--- src/rtl/synthCfgPkg.sv ---
package synthCfgPkg;
  // strobes from control to datapath, one per system cycle
  typedef struct packed {
    logic shiftEn;   // one serial bit enters the shift register
    logic serLatch;  // latches follow the shift register
    logic parLatch;  // latches follow the parallel pins, test bits cleared
  } cfgStrobe_t;
endpackage

--- src/rtl/cfgSync.sv ---
module cfgSync #(
  parameter int W = 1,
  parameter int STAGES = 2,
  parameter logic [W-1:0] RST_VAL = '0
) (
  input  logic         clk,
  input  logic         rstN,
  input  logic [W-1:0] asyncIn,
  output logic [W-1:0] syncOut
);
  logic [W-1:0] stage [STAGES];

  always_ff @(posedge clk or negedge rstN) begin
    if (!rstN) begin
      for (int i = 0; i < STAGES; i++) stage[i] <= RST_VAL;
    end else begin
      stage[0] <= asyncIn;
      for (int i = 1; i < STAGES; i++) stage[i] <= stage[i-1];
    end
  end

  assign syncOut = stage[STAGES-1];
endmodule

--- src/rtl/synthCfgCtl.sv ---
module synthCfgCtl
  import synthCfgPkg::*;
#(
  parameter int SYNC_STAGES = 2
) (
  input  logic       clk,
  input  logic       rstN,
  input  logic       serClk,
  input  logic       serLoad,
  input  logic       parLoad,
  output cfgStrobe_t strobes
);
  logic serClkS, serLoadS, parLoadS, serClkPrev;

  cfgSync #(.W(1), .STAGES(SYNC_STAGES), .RST_VAL(1'b0)) i_syncClk (
    .clk(clk), .rstN(rstN), .asyncIn(serClk), .syncOut(serClkS));
  cfgSync #(.W(1), .STAGES(SYNC_STAGES), .RST_VAL(1'b0)) i_syncSerLoad (
    .clk(clk), .rstN(rstN), .asyncIn(serLoad), .syncOut(serLoadS));
  cfgSync #(.W(1), .STAGES(SYNC_STAGES), .RST_VAL(1'b1)) i_syncParLoad (
    .clk(clk), .rstN(rstN), .asyncIn(parLoad), .syncOut(parLoadS));

  always_ff @(posedge clk or negedge rstN) begin
    if (!rstN) serClkPrev <= 1'b0;
    else       serClkPrev <= serClkS;
  end

  always_comb begin
    strobes.shiftEn  = serClkS & ~serClkPrev;
    strobes.parLatch = ~parLoadS;
    strobes.serLatch = serLoadS & parLoadS;  // parallel port has priority
  end

  // never both latch sources in one cycle
  assert_one_source_R5: assert property (@(posedge clk) disable iff (!rstN)
    $onehot0({strobes.serLatch, strobes.parLatch}));

  // one shift per serial clock rise, never two cycles in a row
  assert_single_shift_R2: assert property (@(posedge clk) disable iff (!rstN)
    strobes.shiftEn |=> !strobes.shiftEn);
endmodule

--- src/rtl/synthCfgData.sv ---
module synthCfgData
  import synthCfgPkg::*;
#(
  parameter int T_W = 3,
  parameter int N_W = 2,
  parameter int M_W = 9,
  parameter int SYNC_STAGES = 2,
  localparam int FRAME_W = T_W + N_W + M_W
) (
  input  logic             clk,
  input  logic             rstN,
  input  cfgStrobe_t       strobes,
  input  logic             serData,
  input  logic [M_W-1:0]   parM,
  input  logic [N_W-1:0]   parN,
  output logic [T_W-1:0]   cfgT,
  output logic [N_W-1:0]   cfgN,
  output logic [M_W-1:0]   cfgM,
  output logic             srTail
);
  logic               serDataS;
  logic [M_W-1:0]     parMS;
  logic [N_W-1:0]     parNS;
  logic [FRAME_W-1:0] shiftReg;
  logic [T_W-1:0]     tReg;
  logic [N_W-1:0]     nReg;
  logic [M_W-1:0]     mReg;

  cfgSync #(.W(1), .STAGES(SYNC_STAGES), .RST_VAL(1'b0)) i_syncData (
    .clk(clk), .rstN(rstN), .asyncIn(serData), .syncOut(serDataS));
  // pins default high (pull-ups), so sync resets to all ones
  cfgSync #(.W(M_W + N_W), .STAGES(SYNC_STAGES), .RST_VAL({(M_W + N_W){1'b1}})) i_syncPins (
    .clk(clk), .rstN(rstN), .asyncIn({parM, parN}), .syncOut({parMS, parNS}));

  always_ff @(posedge clk or negedge rstN) begin
    if (!rstN)                shiftReg <= '0;
    else if (strobes.shiftEn) shiftReg <= {shiftReg[FRAME_W-2:0], serDataS};
  end

  always_ff @(posedge clk or negedge rstN) begin
    if (!rstN) begin
      tReg <= '0;
      nReg <= '1;
      mReg <= '1;
    end else if (strobes.parLatch) begin
      tReg <= '0;
      nReg <= parNS;
      mReg <= parMS;
    end else if (strobes.serLatch) begin
      {tReg, nReg, mReg} <= shiftReg;
    end
  end

  assign cfgT   = tReg;
  assign cfgN   = nReg;
  assign cfgM   = mReg;
  assign srTail = shiftReg[FRAME_W-1];

  // test bits cleared while the parallel strobe is active
  assert_test_clear_R6: assert property (@(posedge clk) disable iff (!rstN)
    strobes.parLatch |=> (tReg == '0));

  // parallel capture follows the synchronized pins
  assert_par_follow_R4: assert property (@(posedge clk) disable iff (!rstN)
    strobes.parLatch |=> (mReg == $past(parMS)) && (nReg == $past(parNS)));

  // latches hold with no strobe active
  assert_latch_hold_R9: assert property (@(posedge clk) disable iff (!rstN)
    (!strobes.parLatch && !strobes.serLatch) |=> $stable({tReg, nReg, mReg}));

  // shift moves data one place and takes the serial bit
  assert_shift_step_R2: assert property (@(posedge clk) disable iff (!rstN)
    strobes.shiftEn |=> (shiftReg == {$past(shiftReg[FRAME_W-2:0]), $past(serDataS)}));

  // no serial clock edge, no shift
  assert_no_shift_R8: assert property (@(posedge clk) disable iff (!rstN)
    !strobes.shiftEn |=> $stable(shiftReg));
endmodule

--- src/rtl/synthCfgFront.sv ---
module synthCfgFront
  import synthCfgPkg::*;
#(
  parameter int T_W = 3,
  parameter int N_W = 2,
  parameter int M_W = 9,
  parameter int SYNC_STAGES = 2
) (
  input  logic           clk,
  input  logic           rstN,
  input  logic           serClk,
  input  logic           serData,
  input  logic           serLoad,
  input  logic           parLoad,
  input  logic [M_W-1:0] parM,
  input  logic [N_W-1:0] parN,
  output logic [T_W-1:0] cfgT,
  output logic [N_W-1:0] cfgN,
  output logic [M_W-1:0] cfgM,
  output logic           srTail
);
  cfgStrobe_t strobes;

  synthCfgCtl #(.SYNC_STAGES(SYNC_STAGES)) i_ctl (
    .clk(clk), .rstN(rstN), .serClk(serClk), .serLoad(serLoad),
    .parLoad(parLoad), .strobes(strobes));

  synthCfgData #(.T_W(T_W), .N_W(N_W), .M_W(M_W), .SYNC_STAGES(SYNC_STAGES)) i_data (
    .clk(clk), .rstN(rstN), .strobes(strobes), .serData(serData),
    .parM(parM), .parN(parN), .cfgT(cfgT), .cfgN(cfgN), .cfgM(cfgM),
    .srTail(srTail));
endmodule

--- config.mk ---
export PLATFORM = sky130hd
export DESIGN_NAME = synthCfgFront
export DESIGN_NICKNAME = d
export VERILOG_FILES = /design/src/rtl/synthCfgPkg.sv /design/src/rtl/cfgSync.sv /design/src/rtl/synthCfgCtl.sv /design/src/rtl/synthCfgData.sv /design/src/rtl/synthCfgFront.sv
export SDC_FILE = /design/constraint.sdc
export NUM_CORES = 1
export LEC_CHECK = 0
export BUFFER_PORTS_ARGS = -buffer_cell sky130_fd_sc_hd__buf_2
export CAP_MARGIN = 40
export CORE_MARGIN = 2
export CORE_UTILIZATION = 50
export DETAILED_ROUTE_END_ITERATION = 16
export MAX_ROUTING_LAYER = met4
export PLACE_DENSITY_LB_ADDON = 0.2
export SLEW_MARGIN = 20
export SYNTH_ARGS = -nofsm -noshare
export SYNTH_HDL_FRONTEND = slang
export SYNTH_HIERARCHICAL = 1
export SYNTH_SLANG_ARGS = --single-unit
--- constraint.sdc ---
create_clock -name clk -period 1.66 [get_ports clk]
set_clock_uncertainty 0.1 [all_clocks]
set_input_delay 0.083 -clock clk [delete_from_list [all_inputs] [get_ports clk]]
set_output_delay 0.083 -clock clk [all_outputs]
set_load 0.01 [all_outputs]
## Word-level counts from Yosys, hierarchy flattened

Cells that the tools add are included.

| storage, ports and cells | value |
|---|---|
| flip-flop bits (word level) | 59 |
| bits of input ports | 17 |
| output and inout port bits | 15 |
| logic and storage cells | 25 |

| operators by class | value |
|---|---|
| equality and inequality tests | 1 |
| multiplexer cells | 6 |
| bitwise operators | 3 |

Operators with widths:

| operator | count |
|---|---|
| 9-bit two-way mux | 2 |
| 3-bit two-way mux | 2 |
| 2-bit two-way mux | 2 |
| 1-bit AND | 2 |
| 2-bit by 1-bit inequality test with 1-bit output (second input constant) | 1 |
| 1-bit inverter | 1 |

## Logic depth before layout (Yosys ltp)

Gate-level depths: netlist of run 1.

| logic depth | value |
|---|---|
| depth in word-level cells | 3 |
| depth in mapped cells | 5 |
| mapped depth without buffers | 3 |

## Hierarchy

Netlist of run 1, hierarchy kept.

By module, submodules not included:

| module | instances | cells an instance | area each (um2) | sequential area each (um2) |
|---|---|---|---|---|
| synthCfgData | 1 | 86 | 1172.4 | 714.4 |
| cfgSync (i_data.i_syncPins) | 1 | 33 | 660.6 | 578.1 |
| cfgSync (i_ctl.i_syncClk ...) | 3 | 2 | 50.0 | 50.0 |
| cfgSync (i_ctl.i_syncParLoad) | 1 | 2 | 52.6 | 52.6 |
| synthCfgCtl | 1 | 4 | 43.8 | 25.0 |

## Worst setup path after synthesis of run 1

OpenSTA, ideal clock, no wires.

| timing | value |
|---|---|
| path type | flip-flop to flip-flop |
| from | register i_ctl.i_syncParLoad.stage (netlist bit i_ctl/i_syncParLoad/syncOut) |
| to | register i_data.tReg[2], in the netlist i_data/cfgT[2] |
| setup time | 0.121 ns |
| data arrival time | 1.096 ns |
| data required time | 1.439 ns |
| slack | 0.343 ns |
| stages on the path, launching flop included | 6 |
| buffers on the path | 2 |
| path through | dfstp_2 > and2_1 > buf_6 > buf_12 > mux2i_1 > nor2_1 |

RTL lines:

| element | line | RTL |
|---|---|---|
| from (decl) | cfgSync.sv:11 | `logic [W-1:0] stage [STAGES];` |
| to (signal assigned) | synthCfgData.sv:50 | `{tReg, nReg, mReg} <= shiftReg;` |
| to (decl) | synthCfgData.sv:25 | `logic [T_W-1:0] tReg;` |

==> metrics.txt, run 1 <==
run status=completed; Lkg Pwr=1.139 nW; class of the worst hold path=in -> async; largest net degree at the start of global routing=60; DRC=0; yosys warns=6; Die W=68.49 um; Max VDD drop=796.7 uV; 1st-iter DRT viols=65; post-DP HPWL=1.864 mm; RSZ-0062 raised after global routing=no; cell count after synthesis=131; pin slew with the least headroom to its limit=0.6556 ns; GP Congestion=0.6936; die span in y=68.49 um; # Post-CTS Setup Buffers=0; fin. max-slew vios=0; Antenna Nets Post-Route=0; total power=3.392 mW; Seq/Total Area, Yosys=73.10%; clk_lat worst skew=0.32 ns; setup TNS=0 ns; clock sink count=59; Top delay family on crit path=flip-flops; # diodes=0; Nets=193; CP peak stage delay=0.52 ns; highest net fanout along the worst path=14; synth-to-layout area growth=22.26%; Post-Place Cells=199; post-synthesis cell area=2079 um2; required time of the critical path=1.78 ns; CP Depth=4; CP Buf/Inv Count=1; final hold slack=0.1816 ns; H-Tree Depth=3; Final Util=63.56%; CTS tree=built; Max Cap Violations=0; Max Root-Sink Buffers=2; Crit. End Element=flop; total gr overflow=0; mean post-synth cell area=15.87 um2; flops & latches, synth=59; vias=1067; first-pass GRT wire length=5.023 mm; Cell Pwr Density=1334 nW/um2; drt via density=4.619; Register-to-Register Path Depth=4; top-level I/O count=32; crit path DAT=1.49 ns; initial antenna violation count=0; Max-Slew Margin vs Limit=56.25%; Max Clock Freq=727.8 MHz; setup violators final=0; Setup crit start kind=flop; worst r2r src=i_ctl/i_syncParLoad/syncOut$_DFF_PN1_; cts repair resizes=0; worst-path cell with the longest stage delay=dfstp_2; CTS buffer count=9; Tot GR Track Use=16.56%; final hold violation count=0; port buffer count=31; Syn Nets=148; fin crit share=82.77%; min cycle time layout=1.374 ns; fin cells=231; die area=4691 um2; routed len/inst=12.95 um; Initial Utilization=51.99%; Total Wirelength=2.992 mm; root buffer cell=clkbuf_8; fill count=304; class of the most critical setup path=reg -> reg; Core Rows=23; CP startpoint=i_ctl/i_syncParLoad/syncOut$_DFF_PN1_; critical path, cell by cell=and2_1, buf_12, mux2i_1, o21ai_0; Pre-antenna DRT Iters=4; number of distinct library cells after synthesis=15; vias in the first global route=1076; CORE AREA=4000 um2; Clock transition at path regs=0.06 ns; share of cells above drive strength 1=53.59%
kinds of logic after synthesis:
kind of cell | share of synthesized area, %
compound gates | 2.647
buf+inv | 6.679
flops | 73.10
mux | 14.32
simple gates | 3.249
per-stage QoR:
stage	instance area (um2)	setup WS (ns)
2_1_floorplan	2079	0.3430
3_3_place_gp	2210	0.3367
3_5_place_dp	2210	0.2582
4_1_cts	2542	0.2472
5_1_grt	2542	0.2043
6_report	2542	0.2861
cell usage in the layout (no fill, tap or decap):
master and count:
o21ai_1 7, dlygate4sd3_1 16, o21ai_0 4, nor2b_2 1, nor2_1 3, buf_12 2, clkinv_2 2, clkbuf_1 3
dfrtp_1 24, buf_4 1, dfstp_2 35, buf_2 31, nand2_1 11, inv_1 1, clkbuf_8 11, mux2i_1 14
and2_1 1, mux2_2 14
layer usage:
metal	global-route usage, %	wire, um	up-vias
met3	4.870	140	11
li1	-	-	513
met4	12.75	76	0
met1	19.82	1273	516
met5	-	0	-
met2	23.56	1502	27
worst min-delay path, cell delays in order:
cell and delay [ns]:
dlygate4sd3_1 0.52, buf_2 0.12, buf_12 0.27
report_power, final:
part / switching [mW] / internal (mW)
clock network: 0.488 / 0.619
registers: 0.143 / 1.72
logic: 0.176 / 0.247
total: 0.807 / 2.59
cell type report:
type                       count  area [um2]  share of cell area (%)
clock inverter                 2       10.01                  0.3937
inverter                       1       3.754                  0.1476
clock buffer                  14       162.7                   6.398
tap                           50       62.56                   2.461
timing repair buffer          50       362.8                   14.27
sequential                    59        1520                   59.79
multi-input combinational     55       420.4                   16.54
sequential cells by signal (all words and copies together), names as in the netlist:
signal	flops
i_data/cfgT	3
i_data/i_syncPins/syncOut	11
i_data/shiftReg	14
i_ctl/i_syncSerLoad/syncOut	1
i_data/i_syncData/stage	1
i_ctl/i_syncClk/stage	1
i_data/cfgM	9
i_ctl/serClkPrev	1
i_data/cfgN	2
i_ctl/i_syncSerLoad/stage	1
i_ctl/i_syncClk/syncOut	1
i_data/i_syncData/syncOut	1
i_ctl/i_syncParLoad/syncOut	1
i_data/i_syncPins/stage	11
i_ctl/i_syncParLoad/stage	1
final timing paths:
| check | end | slack [ns] |
|---|---|---|
| setup reg to reg | i_data/cfgM[0]$_DFFE_PN1P_ | 0.29 |
| min in group clk | i_data/i_syncData/syncOut$_DFF_PN0_ | 0.25 |
| max in group asynchronous | i_data/i_syncPins/stage[14]$_DFF_PN1_ | 0.97 |
| hold / removal | i_ctl/i_syncClk/stage[1]$_DFF_PN0_ | 0.18 |
| hold reg to reg | i_data/i_syncData/syncOut$_DFF_PN0_ | 0.25 |
| setup / recovery | i_data/cfgM[0]$_DFFE_PN1P_ | 0.29 |
synthesized netlist by cell type:
cell     instances  area [um2]
and2_1           1       6.260
buf_12           1       20.02
buf_2            2       10.01
buf_4           11       82.58
buf_6            2       22.52
dfrtp_1         24       600.6
dfstp_2         35       919.6
inv_1            1       3.750
mux2_2          14       157.7
mux2i_1         14       140.1
nand2_1         11       41.29
nor2_1           3       11.26
nor2b_2          1       8.760
o21ai_0          4       20.02
o21ai_1          7       35.03
repair_timing:
| item | in CTS | in global routing |
|---|---|---|
| setup endpoints to repair | 0 | 0 |
| endpoints found under the hold margin | 74 | 0 |
| hold buffers | 16 | 0 |
Note: power is estimated with default switching activity, not from simulation.
==> run 2: changes to the inputs <==
--- a/config.mk
+++ b/config.mk
@@ -8,7 +8,7 @@
 export BUFFER_PORTS_ARGS = -buffer_cell sky130_fd_sc_hd__buf_2
 export CAP_MARGIN = 40
 export CORE_MARGIN = 2
-export CORE_UTILIZATION = 50
+export CORE_UTILIZATION = 49
 export DETAILED_ROUTE_END_ITERATION = 16
 export MAX_ROUTING_LAYER = met4
 export PLACE_DENSITY_LB_ADDON = 0.2
==> constraint.sdc (replaced) <==
create_clock -name clk -period 1.1 [get_ports clk]
set_clock_uncertainty 0.1 [all_clocks]
set_input_delay 0.055 -clock clk [delete_from_list [all_inputs] [get_ports clk]]
set_output_delay 0.055 -clock clk [all_outputs]
set_load 0.01 [all_outputs]
==> run 2 against run 1 <==
Compared with the run above:
- the run now ends with negative setup slack left
- largest power group unchanged
- critical path depth shrank 1
- die area grew 1.9%
- clock-buffer cell count is the same
- highest routed layer unchanged
- wire length grew 5.6%
- flip-flop and latch count is the same
- combinational power grew 110%
==> metrics.txt, run 2 (synthesized netlist as in run 1, its figures left out) <==
required time of the critical path=1.22 ns; port buffer count=31; failing checks=negative setup slack; highest net fanout along the worst path=7; vias in the first global route=1157; DRC=0; class of the worst hold path=in -> async; Top delay family on crit path=flip-flops; Sw Pwr=1.290 mW; CP Buf/Inv Count=0; Nets=199; critical path, cell by cell=and2_4, mux2i_1, nor2_1; total power=5.475 mW; most frequent cells in the layout=dfstp_2 (35), dfrtp_1 (24), buf_2 (20); vias=1092; clk_lat worst skew=0.33 ns; Max Cap Violations=0; Seq pwr share=52.1%; Pre-antenna DRT Iters=5; fin crit share=114.8%; combinational power share=16.2%; Max Clock Freq=792.2 MHz; CTS tree=built; routed len/inst=13.33 um; CTS buffer count=9; first-pass GRT wire length=5.409 mm; Crit. End Element=flop; setup violators final=39; Antenna Nets Post-Route=0; fill count=318; Net Sw Frac=23.55%; CORE AREA=4029 um2; Initial Utilization=51.61%; root buffer cell=clkbuf_8; crit path DAT=1.38 ns; synth-to-layout area growth=31.35%; Place WS=-0.2214 ns; initial antenna violation count=0; clock power share=31.8%; Setup crit start kind=flop; total gr overflow=0; min cycle time layout=1.262 ns; GP Congestion=0.7564; Die W=69.15 um; post-DP HPWL=1.869 mm; Clock transition at path regs=0.06 ns; RSZ-0062 raised after global routing=yes; Max-Slew Margin vs Limit=80.32%; worst-path cell with the longest stage delay=dfstp_2; Cell Int Power=4.186 mW; top-level I/O count=32; most common cell after layout, fill and taps aside=dfstp_2; final hold violation count=0; Tot GR Track Use=15.57%; Biggest register=i_data/shiftReg; # diodes=0; largest net degree at the start of global routing=60; 1st-iter DRT viols=53; max FFs per register=14; final setup margin=-0.1623 ns; H-Tree Depth=3; pin slew with the least headroom to its limit=0.2952 ns; share of cells above drive strength 1=56.15%; die area=4781 um2; Lkg Pwr=1.246 nW; die span in y=69.15 um; Max VDD drop=1221 uV; Total Wirelength=3.160 mm; Core Rows=23; drt via density=4.608; Max Root-Sink Buffers=2; CP peak stage delay=0.55 ns; Cell Pwr Density=2005 nW/um2; class of the most critical setup path=reg -> reg; run status=finished, violations left; clock sink count=59; fin. max-slew vios=0
-- run 2: cell types whose count changed in the layout (fill, tap and decap cells not counted), moves of 2 or more --
cell     before  now
mux2_2       14    0
mux2_4        0   14
buf_6         0   12
buf_2        31   20
buf_4         1    5
o21ai_0       4    0
o21ai_1       7   11
and2_4        0    2
-- run 2: power by group through the flow --
stage,sequential [mW],clock (mW),combinational [mW]
final,2.85,1.74,0.885
after global placement,2.85,0,0.721
after global routing,2.90,1.92,0.950
after floorplan,2.84,0,0.516
after detailed placement,2.86,0,0.753
after CTS,2.85,1.80,0.896
-- run 2: layout make-up --
type | count | area, um2 | share of cell area, %
clock buffers | 14 | 172.7 | 6.322
clock inverters | 2 | 10.01 | 0.3665
inverters | 1 | 3.754 | 0.1374
multi-input cells | 56 | 489.2 | 17.91
flip-flops and latches | 59 | 1520 | 55.66
well taps | 50 | 62.56 | 2.290
repair buffers | 55 | 473.0 | 17.32
-- run 2: path summary, 6_finish.rpt --
path / endpoint / from / slack (ns) / cells past startpoint
min in group clk: i_ctl/i_syncClk/syncOut$_DFF_PN0_ / i_ctl/i_syncClk/stage[1]$_DFF_PN0_ / 0.25 / 0
max in group asynchronous: i_data/i_syncPins/stage[13]$_DFF_PN1_ / rstN / 0.45 / 3
min: i_data/shiftReg[3]$_DFFE_PN0P_ / rstN / 0.16 / 3
max: i_data/cfgT[1]$_DFFE_PN0P_ / i_ctl/i_syncParLoad/syncOut$_DFF_PN1_ / -0.16 / 3
min reg2reg: i_ctl/i_syncClk/syncOut$_DFF_PN0_ / i_ctl/i_syncClk/stage[1]$_DFF_PN0_ / 0.25 / 0
max reg2reg: i_data/cfgT[1]$_DFFE_PN0P_ / i_ctl/i_syncParLoad/syncOut$_DFF_PN1_ / -0.16 / 3
-- run 2: worst min-delay path, cell delays in order --
cell,delay [ns]
dlygate4sd3_1,0.51
buf_2,0.12
buf_12,0.27
-- run 2: routing by layer --
layer	vias to the layer above	global-route usage (%)	part of all wire, %	routed length [um]
li1	523	-	-	-
met1	536	18.81	45	1429
met2	27	22.44	49	1546
met3	6	6.140	4.4	139
met4	0	8.497	1.4	44
met5	-	-	0	0
-- run 2: stage by stage --
step	utilization [%]	instance area [um2]	std cells	TNS, ns	hold slack, ns
6_report	67.80	2731	237	-3.613	0.1571
5_1_grt	67.80	2731	237	-4.966	0.1711
3_5_place_dp	56.80	2288	202	-4.306	-0.02451
3_3_place_gp	56.80	2288	202	-3.818	-0.02673
2_1_floorplan	-	2140	131	-4.018	-0.3406
4_1_cts	67.80	2731	237	-3.903	0.1582
-- run 2: repair_timing --
item                       CTS  global route
setup endpoints to repair   39            39
buffers inserted             2             0
gates cloned                 1             0
pin swaps                    1             0
hold buffers                16             0
resized for setup           18             0
hold endpoints to repair    74             0
